$ cat config.mk
export PLATFORM = sky130hd
export DESIGN_NAME = dma_window_xlate
export DESIGN_NICKNAME = d
export VERILOG_FILES = /design/src/rtl/dxl_pkg.sv /design/src/rtl/dxl_regs.sv /design/src/rtl/dxl_match.sv /design/src/rtl/dxl_ctrl.sv /design/src/rtl/dma_window_xlate.sv
export SDC_FILE = /design/constraint.sdc
export NUM_CORES = 2
export LEC_CHECK = 0
export BUFFER_PORTS_ARGS = -buffer_cell sky130_fd_sc_hd__buf_2
export CAP_MARGIN = 10
export CELL_PAD_IN_SITES_DETAIL_PLACEMENT = 1
export CELL_PAD_IN_SITES_GLOBAL_PLACEMENT = 2
export CORE_ASPECT_RATIO = 0.75
export CORE_MARGIN = 3
export CORE_UTILIZATION = 38
export DETAILED_ROUTE_END_ITERATION = 7
export GPL_TIMING_DRIVEN = 0
export PLACE_DENSITY = 0.77
export SYNTH_ARGS = -nofsm -noshare
export SYNTH_HDL_FRONTEND = slang
export SYNTH_HIERARCHICAL = 1
export SYNTH_SLANG_ARGS = --single-unit
$ cat constraint.sdc
create_clock -name clk -period 3.2 [get_ports clk]
set_input_delay 0.32 -clock clk [delete_from_list [all_inputs] [get_ports clk]]
set_output_delay 0.32 -clock clk [all_outputs]
set_load 0.02 [all_outputs]
$ cat src/rtl/dxl_pkg.sv
package dxl_pkg;
  localparam int unsigned WORD_W = 64;
  typedef logic [WORD_W-1:0] word_t;

  // bit positions inside a window base
  localparam int unsigned EN_BIT   = 0;
  localparam int unsigned MODE_BIT = 1;

  // address arithmetic constants
  localparam word_t CMP_FIELD    = 64'h0000_0000_FFF0_0000;
  localparam word_t DIRECT_LOW   = 64'h0000_0000_000F_FFFF;
  localparam word_t PTE_LOW      = 64'h0000_0000_0000_03FF;
  localparam word_t SG_PAGE_BITS = 64'h0000_0000_000F_E000;
  localparam word_t SG_OFFS      = 64'h0000_0000_0000_1FFF;
  localparam int unsigned PTE_SHIFT  = 10;
  localparam int unsigned PAGE_SHIFT = 12;

  typedef enum logic [1:0] {ST_IDLE, ST_FETCH, ST_WAIT, ST_RESP} xl_state_e;

  typedef struct packed {
    logic  hit;
    logic  sg;
    word_t direct_addr;
    word_t pte_addr;
  } match_t;
endpackage

$ cat src/rtl/dxl_regs.sv
module dxl_regs
  import dxl_pkg::*;
#(
  parameter int unsigned NWIN    = 4,
  parameter int unsigned SPACE_W = 12,
  parameter int unsigned IDX_LSB = 6
) (
  input  logic               clk,
  input  logic               rst_n,
  input  logic               we,
  input  logic [SPACE_W-1:0] addr,
  input  word_t              wdata,
  output word_t              rdata,
  output word_t              win_base  [NWIN],
  output word_t              win_mask  [NWIN],
  output word_t              win_tbase [NWIN]
);
  localparam int unsigned IDX_W  = SPACE_W - IDX_LSB;
  localparam int unsigned SEL_W  = (NWIN > 1) ? $clog2(NWIN) : 1;
  localparam int unsigned KIND_W = IDX_W - SEL_W;
  localparam logic [KIND_W-1:0] K_BASE  = KIND_W'(0);
  localparam logic [KIND_W-1:0] K_MASK  = KIND_W'(1);
  localparam logic [KIND_W-1:0] K_TBASE = KIND_W'(2);

  logic [IDX_W-1:0]  idx;
  logic [SEL_W-1:0]  sel;
  logic [KIND_W-1:0] kind;
  logic              sel_ok;
  logic              kind_ok;

  assign idx     = addr[SPACE_W-1:IDX_LSB];
  assign sel     = idx[SEL_W-1:0];
  assign kind    = idx[IDX_W-1:SEL_W];
  assign sel_ok  = (32'(sel) < NWIN);
  assign kind_ok = (kind == K_BASE) || (kind == K_MASK) || (kind == K_TBASE);

  for (genvar w = 0; w < NWIN; w++) begin : g_win
    always_ff @(posedge clk) begin
      if (!rst_n) begin
        win_base[w]  <= '0;
        win_mask[w]  <= '0;
        win_tbase[w] <= '0;
      end else if (we && sel == SEL_W'(w)) begin
        if (kind == K_BASE)  win_base[w]  <= wdata;
        if (kind == K_MASK)  win_mask[w]  <= wdata;
        if (kind == K_TBASE) win_tbase[w] <= wdata;
      end
    end
  end

  always_comb begin
    rdata = '0;
    if (sel_ok) begin
      if (kind == K_BASE)  rdata = win_base[sel];
      if (kind == K_MASK)  rdata = win_mask[sel];
      if (kind == K_TBASE) rdata = win_tbase[sel];
    end
  end

  assert_unmapped_R2: assert property (@(posedge clk) disable iff (!rst_n)
    (we && !(sel_ok && kind_ok)) |=>
      ($stable(win_base[0]) && $stable(win_mask[0]) && $stable(win_tbase[0])));
endmodule

$ cat src/rtl/dxl_match.sv
module dxl_match
  import dxl_pkg::*;
#(
  parameter int unsigned NWIN  = 4,
  parameter int unsigned OUT_W = 34
) (
  input  word_t  bus,
  input  word_t  win_base  [NWIN],
  input  word_t  win_mask  [NWIN],
  input  word_t  win_tbase [NWIN],
  output match_t res
);
  localparam word_t OUT_MASK = {{(WORD_W-OUT_W){1'b0}}, {OUT_W{1'b1}}};

  logic [NWIN-1:0] take;
  word_t           dir_a [NWIN];
  word_t           pte_a [NWIN];

  for (genvar w = 0; w < NWIN; w++) begin : g_cmp
    word_t field;
    word_t cmpm;
    word_t keep;
    assign field    = win_mask[w] & CMP_FIELD;
    assign cmpm     = ~win_mask[w] & CMP_FIELD;
    assign keep     = field | DIRECT_LOW;
    assign take[w]  = ((bus & cmpm) == (win_base[w] & cmpm)) && win_base[w][EN_BIT];
    assign dir_a[w] = ((win_tbase[w] & ~keep) | (bus & keep)) & OUT_MASK;
    assign pte_a[w] = (win_tbase[w] & ~((field >> PTE_SHIFT) | PTE_LOW))
                    | ((bus & (field | SG_PAGE_BITS)) >> PTE_SHIFT);
  end

  // lowest index wins: scan downward so the last assignment is the lowest hit
  always_comb begin
    res = '0;
    for (int i = NWIN - 1; i >= 0; i--) begin
      if (take[i]) begin
        res.hit         = 1'b1;
        res.sg          = win_base[i][MODE_BIT];
        res.direct_addr = dir_a[i];
        res.pte_addr    = pte_a[i];
      end
    end
  end
endmodule

$ cat src/rtl/dxl_ctrl.sv
module dxl_ctrl
  import dxl_pkg::*;
#(
  parameter int unsigned OUT_W = 34
) (
  input  logic   clk,
  input  logic   rst_n,
  input  logic   req_valid,
  output logic   req_ready,
  input  word_t  req_addr,
  input  match_t m,
  output logic   rsp_valid,
  input  logic   rsp_ready,
  output word_t  rsp_addr,
  output logic   mem_req_valid,
  input  logic   mem_req_ready,
  output word_t  mem_req_addr,
  input  logic   mem_rsp_valid,
  input  word_t  mem_rsp_data
);
  localparam word_t OUT_MASK = {{(WORD_W-OUT_W){1'b0}}, {OUT_W{1'b1}}};

  xl_state_e state;
  word_t     bus_q;
  word_t     pte_q;
  word_t     result_q;
  word_t     sg_result;

  assign sg_result = (((mem_rsp_data & ~word_t'(1)) << PAGE_SHIFT) | (bus_q & SG_OFFS)) & OUT_MASK;

  always_ff @(posedge clk) begin
    if (!rst_n) begin
      state    <= ST_IDLE;
      bus_q    <= '0;
      pte_q    <= '0;
      result_q <= '0;
    end else begin
      case (state)
        ST_IDLE: if (req_valid) begin
          bus_q <= req_addr;
          if (m.hit && m.sg) begin
            pte_q <= m.pte_addr;
            state <= ST_FETCH;
          end else begin
            result_q <= m.hit ? m.direct_addr : req_addr;
            state    <= ST_RESP;
          end
        end
        ST_FETCH: if (mem_req_ready) state <= ST_WAIT;
        ST_WAIT: if (mem_rsp_valid) begin
          result_q <= sg_result;
          state    <= ST_RESP;
        end
        ST_RESP: if (rsp_ready) state <= ST_IDLE;
        default: state <= ST_IDLE;
      endcase
    end
  end

  assign req_ready     = (state == ST_IDLE);
  assign mem_req_valid = (state == ST_FETCH);
  assign mem_req_addr  = pte_q;
  assign rsp_valid     = (state == ST_RESP);
  assign rsp_addr      = result_q;

  assert_rsp_hold_R11: assert property (@(posedge clk) disable iff (!rst_n)
    (rsp_valid && !rsp_ready) |=> (rsp_valid && $stable(rsp_addr)));

  assert_memreq_hold_R6: assert property (@(posedge clk) disable iff (!rst_n)
    (mem_req_valid && !mem_req_ready) |=> (mem_req_valid && $stable(mem_req_addr)));

  assert_fast_done_R10: assert property (@(posedge clk) disable iff (!rst_n)
    (req_valid && req_ready && !(m.hit && m.sg)) |=> rsp_valid);

  assert_sg_done_R10: assert property (@(posedge clk) disable iff (!rst_n)
    (state == ST_WAIT && mem_rsp_valid) |=> rsp_valid);

  assert_pass_R9: assert property (@(posedge clk) disable iff (!rst_n)
    (req_valid && req_ready && !m.hit) |=> (rsp_addr == $past(req_addr)));

  assert_snapshot_R12: assert property (@(posedge clk) disable iff (!rst_n)
    (state == ST_WAIT && !mem_rsp_valid) |=> $stable(bus_q));
endmodule

$ cat src/rtl/dma_window_xlate.sv
module dma_window_xlate
  import dxl_pkg::*;
#(
  parameter int unsigned NWIN    = 4,
  parameter int unsigned OUT_W   = 34,
  parameter int unsigned SPACE_W = 12,
  parameter int unsigned IDX_LSB = 6
) (
  input  logic               clk,
  input  logic               rst_n,
  input  logic               reg_we,
  input  logic [SPACE_W-1:0] reg_addr,
  input  logic [63:0]        reg_wdata,
  output logic [63:0]        reg_rdata,
  input  logic               req_valid,
  output logic               req_ready,
  input  logic [63:0]        req_addr,
  output logic               rsp_valid,
  input  logic               rsp_ready,
  output logic [63:0]        rsp_addr,
  output logic               mem_req_valid,
  input  logic               mem_req_ready,
  output logic [63:0]        mem_req_addr,
  input  logic               mem_rsp_valid,
  input  logic [63:0]        mem_rsp_data
);
  word_t  wb [NWIN];
  word_t  wm [NWIN];
  word_t  wt [NWIN];
  match_t hit_info;

  dxl_regs #(.NWIN(NWIN), .SPACE_W(SPACE_W), .IDX_LSB(IDX_LSB)) u_regs (
    .clk(clk), .rst_n(rst_n), .we(reg_we), .addr(reg_addr), .wdata(reg_wdata),
    .rdata(reg_rdata), .win_base(wb), .win_mask(wm), .win_tbase(wt)
  );

  dxl_match #(.NWIN(NWIN), .OUT_W(OUT_W)) u_match (
    .bus(req_addr), .win_base(wb), .win_mask(wm), .win_tbase(wt), .res(hit_info)
  );

  dxl_ctrl #(.OUT_W(OUT_W)) u_ctrl (
    .clk(clk), .rst_n(rst_n),
    .req_valid(req_valid), .req_ready(req_ready), .req_addr(req_addr), .m(hit_info),
    .rsp_valid(rsp_valid), .rsp_ready(rsp_ready), .rsp_addr(rsp_addr),
    .mem_req_valid(mem_req_valid), .mem_req_ready(mem_req_ready), .mem_req_addr(mem_req_addr),
    .mem_rsp_valid(mem_rsp_valid), .mem_rsp_data(mem_rsp_data)
  );
endmodule

==> results.yml <==
worst_hold_path:
  min_from: "req_addr[17]"
  hold_class: "input port to register"
grt:
  antenna_found_initial: 17
  grt_usage_pct: 37.1
  gr-total-overflow: 0
  grt_pass1_vias: 47600
  grt_max_degree: 17
  grt_pass1_wl_um: 350000
clocking:
  cts_max_level: 3
  cts_tree: "yes"
  clockBufferDepth: 3
  cts.sinks: 911
  path_clk_slew_ns: 0.07
  clk_latency_ns: 0.73
  cts_made_buffers: 101
  cts-root-buf: "clkbuf_16"
floorplan:
  die_w_um: 413
  start_util_pct: 38.5
  dieHeight_um: 311
  die_area_um2: 128000
  ios: 406
  rows: 111
  core-area_um2: 123000
finish:
  layout_common_cells: "dfxtp_1 (877), o21ai_0 (829), nand3_1 (813), a21boi_1 (632), buf_2 (505)"
  final_util_pct: 46.3
  syn_to_final_growth_pct: 20.3
  drive_above_1_share_pct: 19.7
  multi_input_area_um2: 25900
  regArea_um2: 18300
  nFillCells: 14300
  postLayoutCellArea_um2: 56800
  fin_nets: 6147
  layout_commonest_cell: "dfxtp_1"
  fin_cells: 7661
sta:
  finalHoldViolations: 0
  fin_crit_sh_pct: 105
  slew_violations: 0
  fin_ws_ns: -0.145
  fin_tns_setup_ns: -1.31
  worst_pin_slew_ns: 1.21
  period_needed_ns: 3.34
  slew_headroom_pct: 19.1
  clock_skew_ns: 0.0287
  max_freq_mhz: 299
  setup_viol: 35
synthesis:
  synth_seq_area_share_pct: 38.7
  synth-edff-count: 0
  synth_cell_types: 55
  synth.avg_cell_area_um2: 8.93
  synth_warnings: 6
  ys_seq_elements: 911
  synth_area_um2: 47200
  synthCells: 5283
  synth_async_sr_flop_share_pct: 0
  yosys_most_used_dff: "dfxtp_1"
power_and_ir_drop:
  peakVddDrop_mv: 0.459
  p_per_area_nw_per_um2: 507
  leakage_nw: 19.4
drt:
  wl_per_cell_um: 32.1
  drt_iter0_markers: 5881
  drc: 0
  via_count: 48300
  drt_wl_total_um: 246000
  drt_first_pass_iters: 8
  ant_nets: 0
  via_per_inst: 6.31
critical_path:
  worstPathArrival_ns: 3.94
  worstSetupStartpoint: "u_regs/win_base[154]$_SDFFE_PN0P_"
  criticalPathCategory: "register to register"
  critPathRequiredTime_ns: 3.80
  start_kind: "register"
  reg2reg_from: "u_regs/win_base[154]$_SDFFE_PN0P_"
  crit_path_end_kind: "register"
  critPathMaxFanout: 10
place:
  place_area_um2: 51200
  port_buffers: 354
  dp_worst_setup_slack_ns: -2.03
  gp_congestion: 1.02
  hpwl_um: 184000
  numPlacedInstances: 7314
status:
  violations: "setup timing"
  status: "finished, violations left"
job:
  maxCapViolCount: 0
-- critical path, stage by stage (launching register included) --
cell       delay [ns]
dfxtp_1          0.42
xnor2_1          0.15
o22ai_1          0.50
nor3_2           0.12
nand2_2          0.12
clkbuf_16        0.17
buf_4            0.14
clkbuf_1         0.66
o221a_2          0.34
o22ai_1          0.08
a211oi_1         0.39
o41ai_1          0.13
-- logic make-up (layout without fill, tap and decap cells) --
family,after synthesis,in the layout,synth area share (%)
xor gates and xnor gates,48,48,0.891
adders and majority gates,5,5,0.133
muxes,319,319,11.9
DFF,911,911,38.7
other,1,45,0.00795
buffers and inverters,774,1469,7.34
and+or+nand+nor,1194,1195,12.3
AOI/OAI and AO/OA,2031,2031,28.7
-- routing by layer --
| layer | wire (um) | up-vias | global-route usage [%] | share of wire (%) |
|---|---|---|---|---|
| li1 | - | 20700 | - | - |
| met1 | 108000 | 24800 | 52.6 | 44 |
| met2 | 105000 | 2354 | 54.7 | 43 |
| met3 | 21900 | 427 | 7.86 | 8.9 |
| met4 | 10600 | 4 | 14.6 | 4.3 |
| met5 | 26 | - | 0 | 0.011 |
-- power breakdown --
part | internal, W | switching (W)
sequential | 0.0117 | 0.000193
combinational | 0.00149 | 0.00306
clock | 0.00708 | 0.00530
total | 0.0202 | 0.00855
-- Yosys cell counts (all sizes together), types with 3 or more instances --
cell     count  area (um2)
and3b        3        26.3
o21ai      831        4160
nand3      814        4080
dfxtp      911       18200
o221a       67         754
o211ai      34         255
mux2i      103        1030
o2111ai     43         377
nor2b       37         239
a21boi     845        6340
nor4         5        43.8
mux4       192        4320
nand2      290        1090
a211oi      34         255
inv         47         176
ha           5        62.6
o2bb2ai     30         263
a22oi       64         480
xnor2       48         420
and2        22         138
o22ai       42         263
o41ai       34         298
nor2         6        30.0
nor3         3        15.0
buf        280        1610
clkbuf     447        1680
mux2        24         270
-- sequential cells by signal, indices dropped and copies added, names as in the netlist --
signal,flops
u_ctrl/mem_req_addr,64
u_ctrl/state,2
u_ctrl/rsp_addr,64
u_regs/win_base,256
u_ctrl/bus_q,13
u_regs/win_tbase,256
u_regs/win_mask,256
-- metrics by stage --
| stage | hold WS [ns] | power (W) |
|---|---|---|
| floorplan | 0.440 | 0.0144 |
| global placement | 0.439 | 0.0161 |
| detailed placement | 0.443 | 0.0162 |
| CTS | 0.00263 | 0.0287 |
| global route | 0.0566 | 0.0296 |
| finish | 0.0524 | 0.0288 |
-- worst paths after layout --
path | slack (ns) | to | depth (start not counted)
max | -0.14 | u_ctrl/rsp_addr[31]$_SDFFE_PN0P_ | 11
min reg2reg | 0.45 | u_ctrl/mem_req_addr[0]$_SDFFE_PN0P_ | 2
max reg2reg | -0.14 | u_ctrl/rsp_addr[31]$_SDFFE_PN0P_ | 11
min | 0.05 | u_ctrl/mem_req_addr[7]$_SDFFE_PN0P_ | 4
-- cell type report --
type	count	area share, %
flip-flops and latches	911	32.2
diodes	12	0.0529
plain buffers	724	6.13
multi-input cells	3631	45.7
clock buffers	153	5.21
inverters	47	0.311
well taps	1638	3.61
repair buffers	515	6.04
clock inverters	30	0.750
-- what timing repair did --
| item | 4_1_cts | 5_1_grt |
|---|---|---|
| endpoints found under the hold margin | 196 | 0 |
| pin swaps | 13 | 14 |
| setup buffers | 16 | 5 |
| resized for setup | 95 | 79 |
| cloned | 1 | 0 |
| hold buffers | 133 | 0 |
| setup endpoints to repair | 193 | 187 |
(Power assumes the default switching activity.)
